### src/rtl/cdes_pkg.sv
package cdes_pkg;
    localparam int COMMA_W = 7;
    // first received bit sits in bit 0
    localparam logic [COMMA_W-1:0] COMMA_LOW_RUN  = 7'b1111100;
    localparam logic [COMMA_W-1:0] COMMA_HIGH_RUN = 7'b0000011;

    typedef enum logic {
        SLOT_ODD  = 1'b0,
        SLOT_EVEN = 1'b1
    } slot_e;

    function automatic logic is_comma(input logic [COMMA_W-1:0] w);
        return (w == COMMA_LOW_RUN) || (w == COMMA_HIGH_RUN);
    endfunction
endpackage

### src/rtl/cdes_shift.sv
module cdes_shift #(
    parameter int GW = 10
) (
    input  logic          clk,
    input  logic          rst_n,
    input  logic          line_bit,
    input  logic          tx_bit,
    input  logic          wrap_en,
    output logic [GW-1:0] win_nxt,
    output logic          ser_out
);
    typedef struct packed {
        logic [GW-1:0] sr;
        logic          ser;
    } shift_st_t;

    shift_st_t st_d, st_q;
    logic      in_bit;

    always_comb begin
        st_d     = st_q;
        in_bit   = wrap_en ? tx_bit : line_bit;
        st_d.sr  = {in_bit, st_q.sr[GW-1:1]};
        st_d.ser = tx_bit;
    end

    always_ff @(posedge clk or negedge rst_n) begin
        if (!rst_n) st_q <= '0;
        else        st_q <= st_d;
    end

    assign win_nxt = st_d.sr;
    assign ser_out = st_q.ser;
endmodule

### src/rtl/cdes_frame.sv
module cdes_frame
    import cdes_pkg::*;
#(
    parameter int GW = 10
) (
    input  logic          clk,
    input  logic          rst_n,
    input  logic [GW-1:0] win_nxt,
    input  logic          align_en,
    output logic [GW-1:0] word,
    output logic          det,
    output slot_e         slot_nxt
);
    localparam int              CNT_W = $clog2(GW);
    localparam logic [CNT_W-1:0] LAST = CNT_W'(GW - 1);

    typedef struct packed {
        logic [CNT_W-1:0] cnt;
        slot_e            slot;
        logic [GW-1:0]    word;
        logic             det;
    } frame_st_t;

    frame_st_t st_d, st_q;
    logic      hit, latch;

    always_comb begin
        st_d  = st_q;
        hit   = align_en && is_comma(win_nxt[COMMA_W-1:0]);
        latch = (st_q.cnt == LAST) || hit;
        if (latch) begin
            st_d.cnt  = '0;
            st_d.word = win_nxt;
            if (hit) begin
                st_d.slot = SLOT_EVEN;
                st_d.det  = 1'b1;
            end else begin
                st_d.slot = (st_q.slot == SLOT_EVEN) ? SLOT_ODD : SLOT_EVEN;
                if (st_d.slot == SLOT_EVEN) st_d.det = 1'b0;
            end
        end else begin
            st_d.cnt = st_q.cnt + 1'b1;
        end
        if (!align_en) st_d.det = 1'b0;
    end

    always_ff @(posedge clk or negedge rst_n) begin
        if (!rst_n) begin
            st_q.cnt  <= '0;
            st_q.slot <= SLOT_ODD;
            st_q.word <= '0;
            st_q.det  <= 1'b0;
        end else begin
            st_q <= st_d;
        end
    end

    assign word     = st_q.word;
    assign det      = st_q.det;
    assign slot_nxt = st_d.slot;
endmodule

### src/rtl/cdes_clkgen.sv
module cdes_clkgen
    import cdes_pkg::*;
#(
    parameter int GW = 10
) (
    input  logic  clk,
    input  logic  rst_n,
    input  slot_e slot_nxt,
    output logic  rclk_even,
    output logic  rclk_odd
);
    localparam int              AGE_W = $clog2(GW);
    localparam logic [AGE_W-1:0] HOLD = AGE_W'(GW - 1);

    typedef struct packed {
        logic             ph;
        logic [AGE_W-1:0] age;
    } clk_st_t;

    clk_st_t st_d, st_q;
    logic    want;

    always_comb begin
        st_d = st_q;
        want = (slot_nxt == SLOT_EVEN);
        if ((st_q.ph != want) && (st_q.age == HOLD)) begin
            st_d.ph  = want;
            st_d.age = '0;
        end else if (st_q.age != HOLD) begin
            st_d.age = st_q.age + 1'b1;
        end
    end

    always_ff @(posedge clk or negedge rst_n) begin
        if (!rst_n) begin
            st_q.ph  <= 1'b0;
            st_q.age <= HOLD;
        end else begin
            st_q <= st_d;
        end
    end

    assign rclk_even = st_q.ph;
    assign rclk_odd  = ~st_q.ph;
endmodule

### src/rtl/comma_deser.sv
module comma_deser
    import cdes_pkg::*;
#(
    parameter int GW = 10
) (
    input  logic          clk,
    input  logic          rst_n,
    input  logic          line_bit,
    input  logic          tx_bit,
    input  logic          wrap_en,
    input  logic          align_en,
    output logic [GW-1:0] rx_word,
    output logic          rclk_even,
    output logic          rclk_odd,
    output logic          comma_det,
    output logic          ser_out
);
    logic [GW-1:0] win_nxt;
    slot_e         slot_nxt;

    cdes_shift #(.GW(GW)) u_shift (
        .clk      (clk),
        .rst_n    (rst_n),
        .line_bit (line_bit),
        .tx_bit   (tx_bit),
        .wrap_en  (wrap_en),
        .win_nxt  (win_nxt),
        .ser_out  (ser_out)
    );

    cdes_frame #(.GW(GW)) u_frame (
        .clk      (clk),
        .rst_n    (rst_n),
        .win_nxt  (win_nxt),
        .align_en (align_en),
        .word     (rx_word),
        .det      (comma_det),
        .slot_nxt (slot_nxt)
    );

    cdes_clkgen #(.GW(GW)) u_clk (
        .clk       (clk),
        .rst_n     (rst_n),
        .slot_nxt  (slot_nxt),
        .rclk_even (rclk_even),
        .rclk_odd  (rclk_odd)
    );
endmodule

### config.mk
export PLATFORM = sky130hd
export DESIGN_NAME = comma_deser
export DESIGN_NICKNAME = d
export VERILOG_FILES = /design/src/rtl/cdes_pkg.sv /design/src/rtl/cdes_shift.sv /design/src/rtl/cdes_frame.sv /design/src/rtl/cdes_clkgen.sv /design/src/rtl/comma_deser.sv
export SDC_FILE = /design/constraint.sdc
export NUM_CORES = 1
export LEC_CHECK = 0
export BUFFER_PORTS_ARGS = -buffer_cell sky130_fd_sc_hd__buf_2
export CAP_MARGIN = 20
export CORE_ASPECT_RATIO = 0.8
export CORE_UTILIZATION = 47
export CTS_BUF_LIST = sky130_fd_sc_hd__clkbuf_4 sky130_fd_sc_hd__clkbuf_8
export DETAILED_ROUTE_END_ITERATION = 10
export GPL_ROUTABILITY_DRIVEN = 0
export PLACE_DENSITY = 0.68
export SETUP_SLACK_MARGIN = 0.15
export SLEW_MARGIN = 20
export SYNTH_ARGS = -nofsm -noshare
export SYNTH_HDL_FRONTEND = slang
export SYNTH_HIERARCHICAL = 1
export SYNTH_SLANG_ARGS = --single-unit
### constraint.sdc
create_clock -name clk -period 5.3 [get_ports clk]
set_clock_uncertainty 0.2 [all_clocks]
set_input_delay 0.53 -clock clk [delete_from_list [all_inputs] [get_ports clk]]
set_output_delay 0.53 -clock clk [all_outputs]
set_load 0.02 [all_outputs]
**Word-level counts from Yosys, hierarchy flattened**

Index checks and enable logic that the tools add are counted.
Widths: inputs -> output; s select.

- Register bits after elaboration: 32
- Output and inout port bits: 14
- Word-level logic and storage cells: 35

- $add $sub $neg: 2
- Equal/unequal tests: 8
- Muxes and demuxes: 10
- Bitwise logic cells: 1
- Reductions and logical operators: 6

Operators with widths:

| operator | count |
|---|---|
| $mux 12 | 1 |
| $mux 4 | 3 |
| $add 4x1->4 const B | 2 |
| $eq 4x4->1 const B | 2 |
| $eq 7x2->1 const B | 1 |
| $eq 7x7->1 const B | 1 |
| $mux 1 | 6 |
| $ne 4x4->1 const B | 1 |
| $ne 3x3->1 const B | 1 |
| $logic_and 1x1->1 | 2 |
| $logic_or 1x1->1 | 2 |
| $ne 2x1->1 const B | 1 |
| $reduce_and 2->1 | 1 |
| $reduce_bool 2->1 | 1 |
| $ne 1x1->1 | 1 |
| $not 1->1 | 1 |

**Depth between registers and ports, before layout**

- Word-level depth: 8
- Mapped depth: 8
- Mapped depth without buffers: 8

**Hierarchy**

Netlist, hierarchy kept.

Modules (own cells, without submodules):

| module | instances | cells an instance | area an instance (sq um) | sequential area each (sq um) |
|---|---|---|---|---|
| cdes_frame | 1 | 60 | 793.3 | 400.4 |
| cdes_shift | 1 | 12 | 272.8 | 250.2 |
| cdes_clkgen | 1 | 24 | 271.5 | 127.6 |

**Worst setup path after synthesis**

Ideal clock, no wire load.

- Kind: input-to-reg
- From: input port align_en
- To: register u_clk/st_q[0] (netlist bit)
- Setup time: 0.072 ns
- Arrival: 1.744 ns
- Required time: 5.028 ns
- Path slack: 3.284 ns
- Stages on the path: 7
- Buffers on the path: 0
- Path through: nand4_1 > or4_4 > and2_2 > nand2_1 > xnor2_2 > nand3_1 > o21ai_1

- Cells in the longest elaborated chain, start to end: 6
- Elaborated cells between the ends (all ways): 8

RTL lines:

| element | line | text |
|---|---|---|
| start: declaration | comma_deser.sv:11 | `input logic align_en,` |
| $logic_and 1x1->1 * | cdes_frame.sv:29 | `hit = align_en && is_comma(win_nxt[COMMA_W-1:0]);` |
| $mux 1 / $logic_or 1x1->1 (equally long branches) | cdes_frame.sv:34, cdes_frame.sv:30 |  |
| $mux 12 * | cdes_frame.sv:31 | `if (latch) begin` |
| named net slot_nxt | comma_deser.sv:19 | `slot_e slot_nxt;` |
| $ne 1x1->1 * | cdes_clkgen.sv:26 | `if ((st_q.ph != want) && (st_q.age == HOLD)) begin` |
| $logic_and 1x1->1 * | cdes_clkgen.sv:26 |  |
| $mux 4 / $reduce_bool 2->1 (equally long branches) | -- |  |
| end signal: assignment | cdes_clkgen.sv:39 | `st_q <= st_d;` |
| end: declaration | cdes_clkgen.sv:20 | `clk_st_t st_d, st_q;` |

Mark *: on every way through the listed nets, which the timed path passes. The rest lies on a longest branch. The select of a mux whose other input is x is not followed.
A chain may end at the register's enable or synchronous reset.

**Worst setup path in the final report**

- From: register u_shift.st_q, in the netlist u_shift/win_nxt[6]
- To: register u_clk/st_q[1] (netlist bit)

- Cells in the longest elaborated chain, start to end: 8
- Elaborated cells between the ends (all ways): 11

RTL lines:

| element | line | text |
|---|---|---|
| start: declaration | cdes_shift.sv:17 | `shift_st_t st_d, st_q;` |
| start signal: assignment | cdes_shift.sv:29 | `else st_q <= st_d;` |
| $eq 7x7->1 / $eq 7x2->1 (equally long branches) | cdes_pkg.sv:13 | `return (w == COMMA_LOW_RUN) \|\| (w == COMMA_HIGH_RUN);` |
| $logic_or 1x1->1 * | cdes_pkg.sv:13 |  |
| $logic_and 1x1->1 * | cdes_frame.sv:29 |  |
| $mux 1 / $logic_or 1x1->1 (equally long branches) | cdes_frame.sv:34, cdes_frame.sv:30 |  |
| $mux 12 * | cdes_frame.sv:31 |  |
| named net slot_nxt | comma_deser.sv:19 |  |
| $ne 1x1->1 * | cdes_clkgen.sv:26 |  |
| $logic_and 1x1->1 * | cdes_clkgen.sv:26 |  |
| $mux 4 / $reduce_bool 2->1 (equally long branches) | -- |  |

Marks and branches as above.

==> results.py <==
metrics = {
    "job": {
        "maxCapViolations": 0,
    },
    "die": {
        "die_w_um": 61.6,
        "core_area_um2": 2560,
        "num_io_pins": 20,
        "rows": 16,
        "die_h_um": 49.7,
        "die_area_um2": 3060,
        "start_util_pct": 52.2,
    },
    "global_route": {
        "track_usage_pct": 15.0,
        "grt_max_degree": 32,
        "grt_pass1_wl_um": 3220,
        "grt_overflow": 0,
        "antenna_found_initial": 0,
        "grt_pass1_vias": 705,
    },
    "sta": {
        "post-route-period-util_pct": 38.0,
        "tns_ns": 0,
        "period_minus_slack_ns": 2.02,
        "hold_viol": 0,
        "rsz0062_at_grt": "false",
        "drv_slew": 0,
        "slew_headroom_pct": 56.7,
        "finalSetupViolCount": 0,
        "fmax_mhz": 496,
        "worstMarginPinSlew_ns": 0.650,
        "worst_hold_slack_ns": 0.0179,
    },
    "critical_path": {
        "end_kind": "flip-flop",
        "r2r_start": "u_shift/win_nxt[6]",
        "arrival_ns": 2.08,
        "critPathLaunchType": "flip-flop",
        "reg2reg_depth": 7,
        "critPathKind": "reg -> reg",
        "crit_fanout": 4,
        "regToRegSetupSlack_ns": 3.28,
        "worstPathRequired_ns": 5.36,
        "r2r_end": "u_clk/st_q[1]",
    },
    "clocking": {
        "cts_root_buf": "clkbuf_4",
        "clock-sinks": 31,
        "htree_levels": 2,
        "cts_buffers": 5,
        "insertion_delay_ns": 0.32,
        "post-cts-setup-buffer-count": 0,
        "cts_resized": 0,
        "cts_max_path_buffers": 2,
        "cts_tree": "built",
        "ctsHoldBuffers": 0,
        "clkTransAtPathRegs_ns": 0.10,
    },
    "placement": {
        "io_buffers": 19,
        "dp_hpwl_um": 1290,
        "place_area_um2": 1360,
    },
    "final_layout": {
        "fin_nets": 119,
        "syn2layout_area_growth_pct": 6.27,
        "layout-drive-gt1-share_pct": 41.8,
        "fin_util_pct": 55.5,
        "antenna_cells": 0,
        "layout_common_cells": "29 x dfrtp_1, 19 x buf_2, 7 x clkbuf_4, 7 x mux2_4, 6 x nor2_1",
        "mostFrequentLayoutCell": "dfrtp_1",
        "stdcell_area_um2": 1420,
    },
    "synth": {
        "synth.yosys.seq_area_share_pct": 58.2,
        "synth_compound_area_share_pct": 1.68,
        "syn_area_um2": 1340,
        "synth_area_leaders": "dfrtp_1 54%, mux2_4 7.9%, buf_4 6.2%, dfstp_2 3.9%, ha_1 3.7%",
        "ys_ff_latch": 31,
        "synth_cells": 96,
        "synthMuxAreaShare_pct": 11.2,
        "syn_nets": 106,
        "ys_warn_count": 6,
        "synth_area_per_cell_um2": 13.9,
        "synth_cell_types": 26,
        "synthXorXnorAreaFrac_pct": 4.49,
        "synth_fa_ha_area_share_pct": 3.74,
        "yosys.area_share.simple_pct": 11.3,
        "synth_top_family_by_area": "simple AND/OR/NAND/NOR gates",
        "synthDominantCellAreaShare_pct": 54.3,
        "yosysTopAreaCell": "dfrtp_1",
    },
    "power": {
        "finalPower_uw": 859,
        "p_per_area_nw_per_um2": 604,
        "leakage_uw": 0.000676,
        "irDropWorstVdd_mv": 0.251,
    },
    "routing": {
        "via_per_inst": 4.86,
        "drc": 0,
        "num_vias": 710,
        "ant_nets": 0,
        "drt-pass1-iter-count": 4,
        "drt_iter0_drc": 7,
        "wl_per_cell_um": 13.1,
        "wirelength_um": 1920,
    },
    "min_path": {
        "min_path_type": "in -> async",
    },
    "outcome": {
        "status": "finished clean",
    },
}
[report_power, final]
| group | total [uW] | switching [uW] | internal [uW] | leakage, uW |
|---|---|---|---|---|
| Combinational | 335 | 176 | 158 | 0.000276 |
| Clock | 138 | 76.3 | 61.9 | 0.0000361 |
| Sequential | 386 | 58.6 | 328 | 0.000364 |
| Total | 859 | 311 | 548 | 0.000676 |
[registers in the layout (all words and copies together) (netlist names)]
name / flops
u_frame/word: 10
u_shift/win_nxt: 9
u_frame/st_q: 5
u_clk/st_q: 4
u_clk/rclk_even: 1
u_frame/det: 1
u_shift/ser_out: 1
[worst max-delay path, cell delays in order (launching register included)]
cell and delay (ns):
dfrtp_1 0.42, nand4_1 0.12, or4_4 0.51, and2_2 0.20, nand2_1 0.14, xnor2_2 0.18
nand3_1 0.11, o21ai_1 0.08
[Yosys cell counts]
library cell and number:
nand2_1 4, nand3_1 4, nor4b_1 1, xnor2_2 1
buf_12 1, nand3b_1 1, o21ai_1 3, and2_2 1
nand4_1 2, nand3_4 1, mux2_2 4, buf_4 11
ha_1 4, o211ai_1 1, buf_6 1, and3b_1 1
mux2_4 7, or4_4 1, nor2_1 6, xnor2_1 2
nor2b_4 1, inv_1 3, dfstp_2 2, dfrtp_1 29
xor2_1 3, nor2_2 1
[per-stage QoR]
step / worst slack [ns] / cells
CTS: 3.28 / 146
floorplan: 3.28 / 96
global placement: 3.13 / 138
finish: 3.28 / 146
global route: 3.17 / 146
detailed placement: 3.06 / 138
[metal layers]
metal | part of all wire [%] | GRT usage (%) | wire (um) | up-vias
met5 | 0 | 0 | 0 | -
met4 | 0.89 | 6.67 | 17 | 0
li1 | - | - | - | 335
met1 | 51 | 20.3 | 975 | 353
met2 | 43 | 20.8 | 824 | 19
met3 | 5.3 | 6.30 | 102 | 3
[worst max path at each step]
stage / from / end / slack (ns) / depth (start not counted)
after global routing: u_shift/win_nxt[6] / u_clk/st_q[1] / 3.17 / 7
after floorplan: align_en / u_clk/st_q[0] / 3.28 / 7
final: u_shift/win_nxt[6] / u_clk/st_q[1] / 3.28 / 7
after detailed placement: align_en / u_clk/st_q[1] / 3.06 / 8
after CTS: u_shift/win_nxt[6] / u_clk/st_q[1] / 3.28 / 7
after global placement: align_en / u_clk/st_q[1] / 3.13 / 8
[cell type report]
class                   count  area (um2)
fillers                   243        1140
flip-flops and latches     31         778
multi-input cells          49         434
repair buffers             19        95.1
clock buffers               7        52.6
well taps                  36        45.0
inverters                   3        11.3
clock inverters             1        5.00
[cell families after synthesis]
group,count (synthesis)
xor gates and xnor gates,6
muxes,11
adders and majority gates,4
and+or+nand+nor,24
buffers and inverters,16
DFF,31
AOI/OAI and AO/OA,4
Note: power is estimated with default switching activity, not from simulation.
